File: src/rtl/irq_ctrl_pkg.sv
package irq_ctrl_pkg;
  // Register that holds a given source
  function automatic int reg_index(input int src, input int per_reg);
    return src / per_reg;
  endfunction

  // Bit position of a given source inside its register
  function automatic int bit_index(input int src, input int per_reg);
    return src % per_reg;
  endfunction

  // Number of registers needed to hold all sources
  function automatic int reg_count(input int n_src, input int per_reg);
    return (n_src + per_reg - 1) / per_reg;
  endfunction
endpackage

File: src/rtl/irq_addr_dec.sv
module irq_addr_dec #(
  parameter int N_SRC       = 10,
  parameter int SRC_PER_REG = 4,
  parameter int DATA_W      = 8,
  parameter int ADDR_W      = 3
) (
  input  logic [ADDR_W-1:0] reg_addr,
  input  logic              reg_we,
  input  logic [DATA_W-1:0] reg_wdata,
  output logic [N_SRC-1:0]  clr_vec,
  output logic [N_SRC-1:0]  en_we_vec,
  output logic [N_SRC-1:0]  en_d_vec
);
  localparam int EN_BASE = 1 << (ADDR_W - 1);

  for (genvar i = 0; i < N_SRC; i++) begin : g_src
    localparam int R = irq_ctrl_pkg::reg_index(i, SRC_PER_REG);
    localparam int B = irq_ctrl_pkg::bit_index(i, SRC_PER_REG);
    localparam logic [ADDR_W-1:0] SA = ADDR_W'(R);
    localparam logic [ADDR_W-1:0] EA = ADDR_W'(EN_BASE + R);
    assign clr_vec[i]   = reg_we && (reg_addr == SA) && reg_wdata[B];
    assign en_we_vec[i] = reg_we && (reg_addr == EA);
    assign en_d_vec[i]  = reg_wdata[B];
  end
endmodule

File: src/rtl/irq_status_bank.sv
module irq_status_bank #(
  parameter int N_SRC = 10
) (
  input  logic             clk,
  input  logic             rst_n,
  input  logic [N_SRC-1:0] evt,
  input  logic [N_SRC-1:0] clr_vec,
  input  logic [N_SRC-1:0] en_we_vec,
  input  logic [N_SRC-1:0] en_d_vec,
  output logic [N_SRC-1:0] en_vec,
  output logic [N_SRC-1:0] stat_vec,
  output logic [N_SRC-1:0] set_vec
);
  // Gate events with the enable held before this cycle's write
  assign set_vec = evt & en_vec;

  for (genvar i = 0; i < N_SRC; i++) begin : g_bit
    always_ff @(posedge clk or negedge rst_n) begin
      if (!rst_n) begin
        en_vec[i]   <= 1'b0;
        stat_vec[i] <= 1'b0;
      end else begin
        if (en_we_vec[i]) en_vec[i] <= en_d_vec[i];
        // Setting takes priority over clearing
        if (set_vec[i])      stat_vec[i] <= 1'b1;
        else if (clr_vec[i]) stat_vec[i] <= 1'b0;
      end
    end
  end
endmodule

File: src/rtl/irq_read_mux.sv
module irq_read_mux #(
  parameter int N_SRC       = 10,
  parameter int SRC_PER_REG = 4,
  parameter int DATA_W      = 8,
  parameter int ADDR_W      = 3
) (
  input  logic [ADDR_W-1:0] reg_addr,
  input  logic [N_SRC-1:0]  stat_vec,
  input  logic [N_SRC-1:0]  en_vec,
  output logic [DATA_W-1:0] reg_rdata
);
  localparam int N_REG   = irq_ctrl_pkg::reg_count(N_SRC, SRC_PER_REG);
  localparam int EN_BASE = 1 << (ADDR_W - 1);

  logic [DATA_W-1:0] stat_word [N_REG];
  logic [DATA_W-1:0] en_word   [N_REG];

  for (genvar r = 0; r < N_REG; r++) begin : g_reg
    for (genvar b = 0; b < DATA_W; b++) begin : g_bit
      localparam int SRC = r * SRC_PER_REG + b;
      if (b < SRC_PER_REG && SRC < N_SRC) begin : g_used
        assign stat_word[r][b] = stat_vec[SRC];
        assign en_word[r][b]   = en_vec[SRC];
      end else begin : g_pad
        assign stat_word[r][b] = 1'b0;
        assign en_word[r][b]   = 1'b0;
      end
    end
  end

  always_comb begin
    reg_rdata = '0;
    for (int r = 0; r < N_REG; r++) begin
      if (reg_addr == ADDR_W'(r))           reg_rdata = stat_word[r];
      if (reg_addr == ADDR_W'(EN_BASE + r)) reg_rdata = en_word[r];
    end
  end
endmodule

File: src/rtl/irq_ctrl_top.sv
module irq_ctrl_top #(
  parameter int N_SRC       = 10,
  parameter int SRC_PER_REG = 4,
  parameter int DATA_W      = 8,
  parameter int ADDR_W      = 3
) (
  input  logic              clk,
  input  logic              rst_n,
  input  logic [N_SRC-1:0]  evt_i,
  input  logic [ADDR_W-1:0] reg_addr,
  input  logic              reg_we,
  input  logic [DATA_W-1:0] reg_wdata,
  output logic [DATA_W-1:0] reg_rdata,
  output logic              irq_n
);
  // Named internal events, visible to the bound checker
  logic [N_SRC-1:0] clr_vec;
  logic [N_SRC-1:0] en_we_vec;
  logic [N_SRC-1:0] en_d_vec;
  logic [N_SRC-1:0] en_vec;
  logic [N_SRC-1:0] stat_vec;
  logic [N_SRC-1:0] set_vec;

  irq_addr_dec #(
    .N_SRC(N_SRC), .SRC_PER_REG(SRC_PER_REG), .DATA_W(DATA_W), .ADDR_W(ADDR_W)
  ) u_dec (
    .reg_addr(reg_addr), .reg_we(reg_we), .reg_wdata(reg_wdata),
    .clr_vec(clr_vec), .en_we_vec(en_we_vec), .en_d_vec(en_d_vec)
  );

  irq_status_bank #(.N_SRC(N_SRC)) u_bank (
    .clk(clk), .rst_n(rst_n), .evt(evt_i), .clr_vec(clr_vec),
    .en_we_vec(en_we_vec), .en_d_vec(en_d_vec),
    .en_vec(en_vec), .stat_vec(stat_vec), .set_vec(set_vec)
  );

  irq_read_mux #(
    .N_SRC(N_SRC), .SRC_PER_REG(SRC_PER_REG), .DATA_W(DATA_W), .ADDR_W(ADDR_W)
  ) u_mux (
    .reg_addr(reg_addr), .stat_vec(stat_vec), .en_vec(en_vec),
    .reg_rdata(reg_rdata)
  );

  // Line is pulled low while anything is pending
  assign irq_n = ~(|stat_vec);
endmodule

File: config.mk
export PLATFORM = sky130hd
export DESIGN_NAME = irq_ctrl_top
export DESIGN_NICKNAME = d
export VERILOG_FILES = /design/src/rtl/irq_ctrl_pkg.sv /design/src/rtl/irq_addr_dec.sv /design/src/rtl/irq_status_bank.sv /design/src/rtl/irq_read_mux.sv /design/src/rtl/irq_ctrl_top.sv
export SDC_FILE = /design/constraint.sdc
export NUM_CORES = 1
export LEC_CHECK = 0
export ABC_AREA = 1
export BUFFER_PORTS_ARGS = -buffer_cell sky130_fd_sc_hd__buf_4
export CELL_PAD_IN_SITES_DETAIL_PLACEMENT = 2
export CELL_PAD_IN_SITES_GLOBAL_PLACEMENT = 2
export CORE_ASPECT_RATIO = 0.8
export CORE_MARGIN = 10
export CORE_UTILIZATION = 27
export CTS_BUF_LIST = sky130_fd_sc_hd__clkbuf_16
export DETAILED_ROUTE_END_ITERATION = 6
export PLACE_DENSITY_LB_ADDON = 0.1
export SETUP_SLACK_MARGIN = 0.15
export SLEW_MARGIN = 40
export SYNTH_ARGS = -nofsm -noshare
export SYNTH_HDL_FRONTEND = slang
export SYNTH_SLANG_ARGS = --single-unit
File: constraint.sdc
create_clock -name clk -period 1.09 [get_ports clk]
set_input_delay 0.218 -clock clk [delete_from_list [all_inputs] [get_ports clk]]
set_output_delay 0.218 -clock clk [all_outputs]
set_load 0.01 [all_outputs]
Yosys cells after proc, flatten, opt, wreduce, memory -nomap -nowiden:

Cells that the tools add are included.

* $add $sub $neg: 0
* $mul: 0
* div/mod/pow operators: 0
* order comparisons: 0
* equal/unequal tests: 5
* shift operators: 0
* mux-type cells: 26
* bitwise gates (word level): 2
* reduce and logical (&&, ||, !) cells: 28

Operator list (count)
* $mux W4: 6
* $mux W1: 20
* $reduce_bool A2 Y1: 10
* $logic_and A1 B1 Y1: 16
* $and A10 B10 Y10: 1
* $reduce_or A10 Y1: 1
* $eq A3 B3 Y1 const B: 3
* $eq A3 B1 Y1 const B: 1
* $eq A3 B2 Y1 const B: 1
* $logic_not A3 Y1: 1
* $not A1 Y1: 1

* bits in registers: 20
* latch bits: 0
* memory bits (writable): 0
* bits in read-only memories: 0
* input port bits: 24
* output and inout bits: 9
* word-level logic and storage cells: 81
* memories kept: 0

Depth between registers and ports, before layout:

Gate-level depths: netlist of run 1.

* depth after elaboration: 7
* depth in mapped cells: 6
* gate-level depth less buffers: 6

Cells and area by module:

Synthesis of run 1 repeated with hierarchy kept, for this count alone.

* cell total of the unflattened synthesis: 216
* area, all modules: 1352.5 um^2

By module, submodules not included
* irq_status_bank: instances 1, cells each 110, area each 838.3 um^2, seq. area each 500.5 um^2
* irq_addr_dec: instances 1, cells each 45, area each 249.0 um^2, seq. area each 0.0 um^2
* irq_read_mux: instances 1, cells each 53, area each 234.0 um^2, seq. area each 0.0 um^2
* irq_ctrl_top: instances 1, cells each 8, area each 31.3 um^2, seq. area each 0.0 um^2

Worst setup path after synthesis of run 1:

Ideal clock, no wire load.

* path kind: flip-flop to output port
* start point: register u_bank.stat_vec[2]
* end point: output port irq_n
* arrival: 0.963 ns
* required time: 0.872 ns
* setup slack: -0.091 ns
* stages on the path, launching flop included: 3
* buffers on the path: 0
* path through: dfrtp_1 -> or2_2 -> nor3_1

* longest elaborated chain between the ends: 2

RTL lines
* start, declared: line irq_status_bank.sv:11 `output logic [N_SRC-1:0] stat_vec,`
* start signal, assigned by index: line irq_status_bank.sv:21 `stat_vec[i] <= 1'b0;`
* start signal, assigned by index: line irq_status_bank.sv:25 `if (set_vec[i]) stat_vec[i] <= 1'b1;`
* start signal, assigned by index: line irq_status_bank.sv:26 `else if (clr_vec[i]) stat_vec[i] <= 1'b0;`
* $reduce_or A10 Y1: line irq_ctrl_top.sv:45 `assign irq_n = ~(|stat_vec);`
* $not A1 Y1: line irq_ctrl_top.sv:45
* end, declared: line irq_ctrl_top.sv:14 `output logic irq_n`

Every way passes these cells.

Worst setup path after layout of run 1:

* start point: register u_bank.stat_vec[3]
* end point: output port irq_n

The elaborated chain is that of the path after synthesis.

==> results of run 1 <==
-- power breakdown --
group          internal [mW]  switching, mW
clock network          0.485          0.286
logic                  0.345          0.348
registers              0.878          0.122
total                   1.71          0.756
-- path summary, 6_finish.rpt --
check | to | slack (ps) | start
max in group asynchronous | u_bank.stat_vec[9] | 450 | rst_n
max reg2reg | u_bank.en_vec[5] | 300 | u_bank.en_vec[5]
min | u_bank.stat_vec[8] | 160 | evt_i[8]
max | irq_n | -340 | u_bank.stat_vec[3]
min in group asynchronous | u_bank.stat_vec[7] | 410 | rst_n
min reg2reg | u_bank.stat_vec[9] | 520 | u_bank.en_vec[9]
-- synth_stat cells --
cell type and n:
inv_2 3, nand3_2 1, nand2_1 62, dfrtp_1 20, nand4_1 3, and2_1 2, or2_2 1, buf_4 4
nor2_1 13, buf_2 2, nor2_2 2, inv_1 8, o21ai_1 6, nand3_1 20, o21ai_0 4, nor3_1 1
nor2_4 1, conb_1 1, nand2_2 1
-- worst max-delay path, stage by stage (launching register included) --
cell and delay [ps]:
dfrtp_1 410, nor2_1 140, nand2_2 100, nor3_4 180, buf_6 120
-- sequential cells by signal, summed over array words and instances, names as in the netlist --
| register | flops |
|---|---|
| u_bank.stat_vec | 10 |
| u_bank.en_vec | 10 |
-- layout make-up --
cell class / count / area share [%]
multi-input cells: 121 / 36.8
flip-flops and latches: 20 / 28.2
inverters: 11 / 2.47
well taps: 55 / 3.88
repair buffers: 51 / 24.3
clock buffers: 3 / 4.23
-- cells in the final DEF (no fill, tap or decap), drive strengths merged, types with 2 or more instances in the layout --
master	instances
nand2	63
conb	4
clkbuf	3
nand3	21
nand4	3
and2	2
nor2	16
o21ai	10
inv	11
dfrtp	20
buf	50
-- repair_timing --
action                                 4_1_cts  5_1_grt
gates resized for setup                     21       18
hold buffers                                 1        0
endpoints found under the hold margin       20        0
buffers inserted                             4        5
pin swaps                                   13       16
setup endpoints to repair                   11       25
-- stage by stage --
stage	setup slack, ps	std cells
6_report	-338	261
5_1_grt	-367	261
3_3_place_gp	-202	248
2_1_floorplan	112	158
4_1_cts	-339	256
3_5_place_dp	-207	248
-- kinds of logic (layout without fill, tap and decap cells) --
| logic type | count (synthesis) | in the layout | share of synthesized area, % |
|---|---|---|---|
| DFF | 20 | 20 | 45.5 |
| other | 1 | 4 | 0.341 |
| AOI/OAI and AO/OA | 10 | 10 | 4.55 |
| buffers and inverters | 17 | 65 | 7.39 |
| and+or+nand+nor | 107 | 107 | 42.2 |
-- metal layers --
metal	GRT usage (%)	vias to the layer above	routed length (microns)
met5	0	-	0
met1	16.2	623	2170
met4	2.34	0	65
li1	-	587	-
met3	4.09	8	206
met2	22.6	25	2440
==> flow_summary.yaml, run 1 <==
pwr:
  fin_total_pwr_mw: 2.46
  ir_worst_vdd_mv: 0.966
  power.leakage_nw: 0.883
  p_per_area_nw_per_um2: 1390
routing:
  first_pass_iters: 4
  route.detailed.drc: 0
  via_per_inst: 4.76
  wirelength_microns: 4880
  drtIter0Drc: 80
  dr_total_vias: 1243
  postRouteAntennaNets: 0
  wl_per_cell_microns: 18.7
grt:
  track_usage_pct: 13.3
  grt_max_degree: 21
  overflow: 0
  grt_pass1_vias: 1381
  grt_pass1_wl_microns: 7510
  antenna_found_initial: 0
critical_path:
  crit_type: "flop to output pin"
  reg2reg_depth: 3
  cp_max_fo: 3
  cp.required_ps: 870
  endpoint_kind: "output pin"
  cp.arrival_ps: 1210
  critPathLaunchType: "flop"
clock_network:
  root_buffer: "clkbuf_16"
  tritoncts: "done"
  clk_latency_ps: 260
  clkTransAtPathRegs_ps: 60
  clk_path_buf_depth: 2
  cts.sinks: 20
  cts_buffers: 3
  htree_levels: 1
cells_and_area:
  drive_gt1_share_pct: 42.2
  syn2layout_area_growth_pct: 61.2
  seq_area_sq_um: 500
  final_area_sq_um: 1770
  nets: 232
  num_antenna_cells: 0
  final_util_pct: 46.0
  fill_cells: 448
  multi_input_area_sq_um: 653
placement:
  io_buffers: 24
  dp.final_hpwl_microns: 3180
  place_area_sq_um: 1470
  gp_congestion: 0.774
floorplanning:
  die_y_microns: 77.1
  start_util_pct: 28.5
  die_w_microns: 91.4
  row_count: 20
  io_pins: 33
  die_area_sq_um: 7040
  core_area_sq_um: 3850
synthesis:
  synth_area_leaders: "dfrtp_1 (46%), nand2_1 (21%), nand3_1 (9.1%), nor2_1 (4.4%), o21ai_1 (2.7%)"
  yosysTopAreaCellShare_pct: 45.5
  synth_top_area_cell: "dfrtp_1"
  ys_seq_area_share_pct: 45.5
  synth_seq_cells: 20
  synth_cells: 155
  yosysWarningCount: 0
  synth_area_per_cell_sq_um: 7.10
  synth.distinct_cells: 19
  syn_area_sq_um: 1100
timing:
  fmax_mhz: 700
  rsz0062_at_grt: "yes"
  skew_ps: 0.559
  setup_ws_ps: -338
  drv_slew: 0
  period_minus_slack_ps: 1430
  holdWs_ps: 164
  tns_ps: -1420
  period_share_pct: 131
  setup_violations: 5
  hold_viol_final: 0
worst_hold_path:
  min_path_type: "input pin to flop"
  holdPathStages: 3
outcome:
  status: "finished with violations"
  violations: "setup timing"
flow_run:
  cap_violations: 0
Power figures use the tool's default switching activity.
==> run 2: changes to the inputs <==
--- a/config.mk
+++ b/config.mk
@@ -5,14 +5,15 @@
 export SDC_FILE = /design/constraint.sdc
 export NUM_CORES = 1
 export LEC_CHECK = 0
-export ABC_AREA = 1
 export BUFFER_PORTS_ARGS = -buffer_cell sky130_fd_sc_hd__buf_4
+export CAP_MARGIN = 20
 export CELL_PAD_IN_SITES_DETAIL_PLACEMENT = 2
 export CELL_PAD_IN_SITES_GLOBAL_PLACEMENT = 2
 export CORE_ASPECT_RATIO = 0.8
 export CORE_MARGIN = 10
-export CORE_UTILIZATION = 27
+export CORE_UTILIZATION = 31
 export CTS_BUF_LIST = sky130_fd_sc_hd__clkbuf_16
+export CTS_CLUSTER_DIAMETER = 40
 export DETAILED_ROUTE_END_ITERATION = 6
 export PLACE_DENSITY_LB_ADDON = 0.1
 export SETUP_SLACK_MARGIN = 0.15
==> flow_summary.yaml, run 2 <==
routing:
  route.detailed.drc: 0
  dr_total_vias: 984
  drtIter0Drc: 38
  first_pass_iters: 4
  via_per_inst: 5.21
  wirelength_microns: 5260
  postRouteAntennaNets: 0
  wl_per_cell_microns: 27.8
placement:
  dp.final_hpwl_microns: 2930
  gp_congestion: 0.780
  place_ws_ps: -420
  io_buffers: 24
pwr:
  pwr-share-comb_pct: 34.6
  power.leakage_nw: 0.889
  seq_power_share_pct: 36.4
  clkPwrFrac_pct: 29.0
  internal_power_mw: 1.93
  p_per_area_nw_per_um2: 1440
  fin_total_pwr_mw: 2.69
  p_sw_share_pct: 28.2
  power.switching_mw: 0.759
  ir_worst_vdd_mv: 1.37
clock_network:
  cts.sinks: 20
  htree_levels: 1
  clkTransAtPathRegs_ps: 60
  tritoncts: "done"
  cts_buffers: 3
  clk_path_buf_depth: 2
  clk_latency_ps: 250
  root_buffer: "clkbuf_16"
cells_and_area:
  num_antenna_cells: 0
  reg_top3: "u_bank.en_vec x10, u_bank.stat_vec x10"
  nets: 174
  final_cell_mix: "buf_4 (46), dfrtp_1 (20), buf_6 (15)"
  final_util_pct: 59.1
  drive_gt1_share_pct: 71.1
  final_common_cell: "buf_4"
  syn2layout_area_growth_pct: 79.2
worst_hold_path:
  min_path_type: "input pin to flop"
critical_path:
  cp_top_family: "simple AND/OR/NAND/NOR gates"
  endpoint_kind: "output pin"
  critPathLaunchType: "flop"
  cp.arrival_ps: 1650
  crit_type: "flop to output pin"
  critPathBufInv: 1
  path_cells: "or4_4 > nor4_4 > buf_4"
  slowest_delay_ps: 560
  cp_max_fo: 2
  cp_slowest_cell: "or4_4"
  cp.required_ps: 870
grt:
  grt_max_degree: 21
  overflow: 0
  track_usage_pct: 17.3
  antenna_found_initial: 0
  grt_pass1_vias: 1208
  grt_pass1_wl_microns: 7890
timing:
  setup_ws_ps: -779
  tns_ps: -3550
  skew_ps: 1.76
  drv_slew: 0
  rsz0062_at_grt: "yes"
  period_share_pct: 171
  setup_violations: 15
  hold_viol_final: 0
  fmax_mhz: 535
  holdWs_ps: 196
  period_minus_slack_ps: 1870
floorplanning:
  start_util_pct: 33.0
  core_area_sq_um: 3150
  io_pins: 33
  row_count: 18
  die_w_microns: 84.8
  die_area_sq_um: 6090
  die_y_microns: 71.8
synthesis:
  synth_area_per_cell_sq_um: 12.7
  yosys.cell_count.top_type: "dfrtp_1"
  synthTopCellsByCount: "dfrtp_1 (20), nand2_1 (11), a22o_1 (10)"
  synthFlopType: "dfrtp_1"
  async_flop_share_pct: 100
  synth_cells: 82
  synth_top_area_cell: "dfrtp_1"
  synth_area_leaders: "dfrtp_1 (48%), mux4_2 (8.7%), a22o_1 (8.4%), mux2_1 (6.5%), mux2_2 (6.5%)"
  synth_edf_count: 0
  yosysTopAreaCellShare_pct: 48.1
  syn_area_sq_um: 1040
  synth_seq_cells: 20
  synth.distinct_cells: 21
  yosysWarningCount: 0
  ys_seq_area_share_pct: 48.1
flow_run:
  cap_violations: 0
outcome:
  violations: "setup timing"
  status: "finished with violations"
[run 2: changes by cell type after synthesis, moves of 4 or more]
| cell | previous run | this run |
|---|---|---|
| mux2_2 | 0 | 6 |
| o21ai_1 | 6 | 0 |
| nand2_1 | 62 | 11 |
| nor2_1 | 13 | 0 |
| mux2_1 | 0 | 6 |
| a22o_1 | 0 | 10 |
| nand3_1 | 20 | 2 |
| mux4_2 | 0 | 4 |
| inv_1 | 8 | 2 |
[run 2: layout make-up]
class / count / area [sq um]
fill: 279 / 1290
clock inverter: 1 / 3.75
inverter: 2 / 7.51
tap: 40 / 50.0
sequential: 20 / 500
timing repair buffer: 66 / 599
clock buffer: 3 / 75.1
multi-input combinational: 57 / 627
[run 2: routing by layer]
metal	share of wire [%]	track usage [%]	vias to the layer above
met2	52	31.3	41
met1	40	18.7	502
met3	5.5	5.65	10
met4	2.3	5.29	0
met5	0	0	-
li1	-	-	431
[run 2: logic make-up (layout without fill, tap and decap cells)]
kind of cell	count (synthesis)	after routing	synth area share [%]
and+or+nand+nor	25	25	15.6
DFF	20	20	48.1
muxes	16	16	21.7
AOI/OAI and AO/OA	12	12	9.39
buffers and inverters	8	72	4.81
other	1	4	0.361
[run 2: path summary, 6_finish.rpt]
kind	start	end	slack, ps	cells past startpoint
worst max-delay path	u_bank.stat_vec[5]	irq_n	-780	3
worst min-delay path	evt_i[2]	u_bank.stat_vec[2]	200	2
worst max register to register	u_bank.en_vec[7]	u_bank.en_vec[7]	-10	4
worst min register to register	u_bank.stat_vec[2]	u_bank.stat_vec[2]	550	1
max in group asynchronous	rst_n	u_bank.en_vec[3]	480	2
min in group asynchronous	rst_n	u_bank.en_vec[9]	380	2
[run 2: worst register-to-register path: stages (launching register included)]
cell,delay (ps)
dfrtp_1,400
buf_6,130
buf_6,100
buf_6,110
mux2_4,250
[run 2: repair_timing]
| action | in CTS | in global routing |
|---|---|---|
| hold buffers | 1 | 0 |
| pin swaps | 9 | 5 |
| setup endpoints to repair | 23 | 24 |
| hold endpoints to repair | 20 | 0 |
| gates resized for setup | 36 | 6 |
| cloned | 0 | 0 |
| setup buffers | 10 | 2 |
[run 2: stage by stage]
step / cells / cell area [sq um]
after CTS: 187 / 1830
after global routing: 189 / 1860
after detailed placement: 172 / 1540
after global placement: 172 / 1540
final: 189 / 1860
after floorplan: 85 / 1150
[run 2: power groups by stage]
stage	logic [mW]	clock network, mW	registers, mW
3_5_place_dp	0.714	0	0.967
6_report	0.931	0.779	0.981
2_1_floorplan	0.327	0	0.954
5_1_grt	0.982	0.841	0.993
4_1_cts	0.855	0.783	0.958
3_3_place_gp	0.679	0	0.956
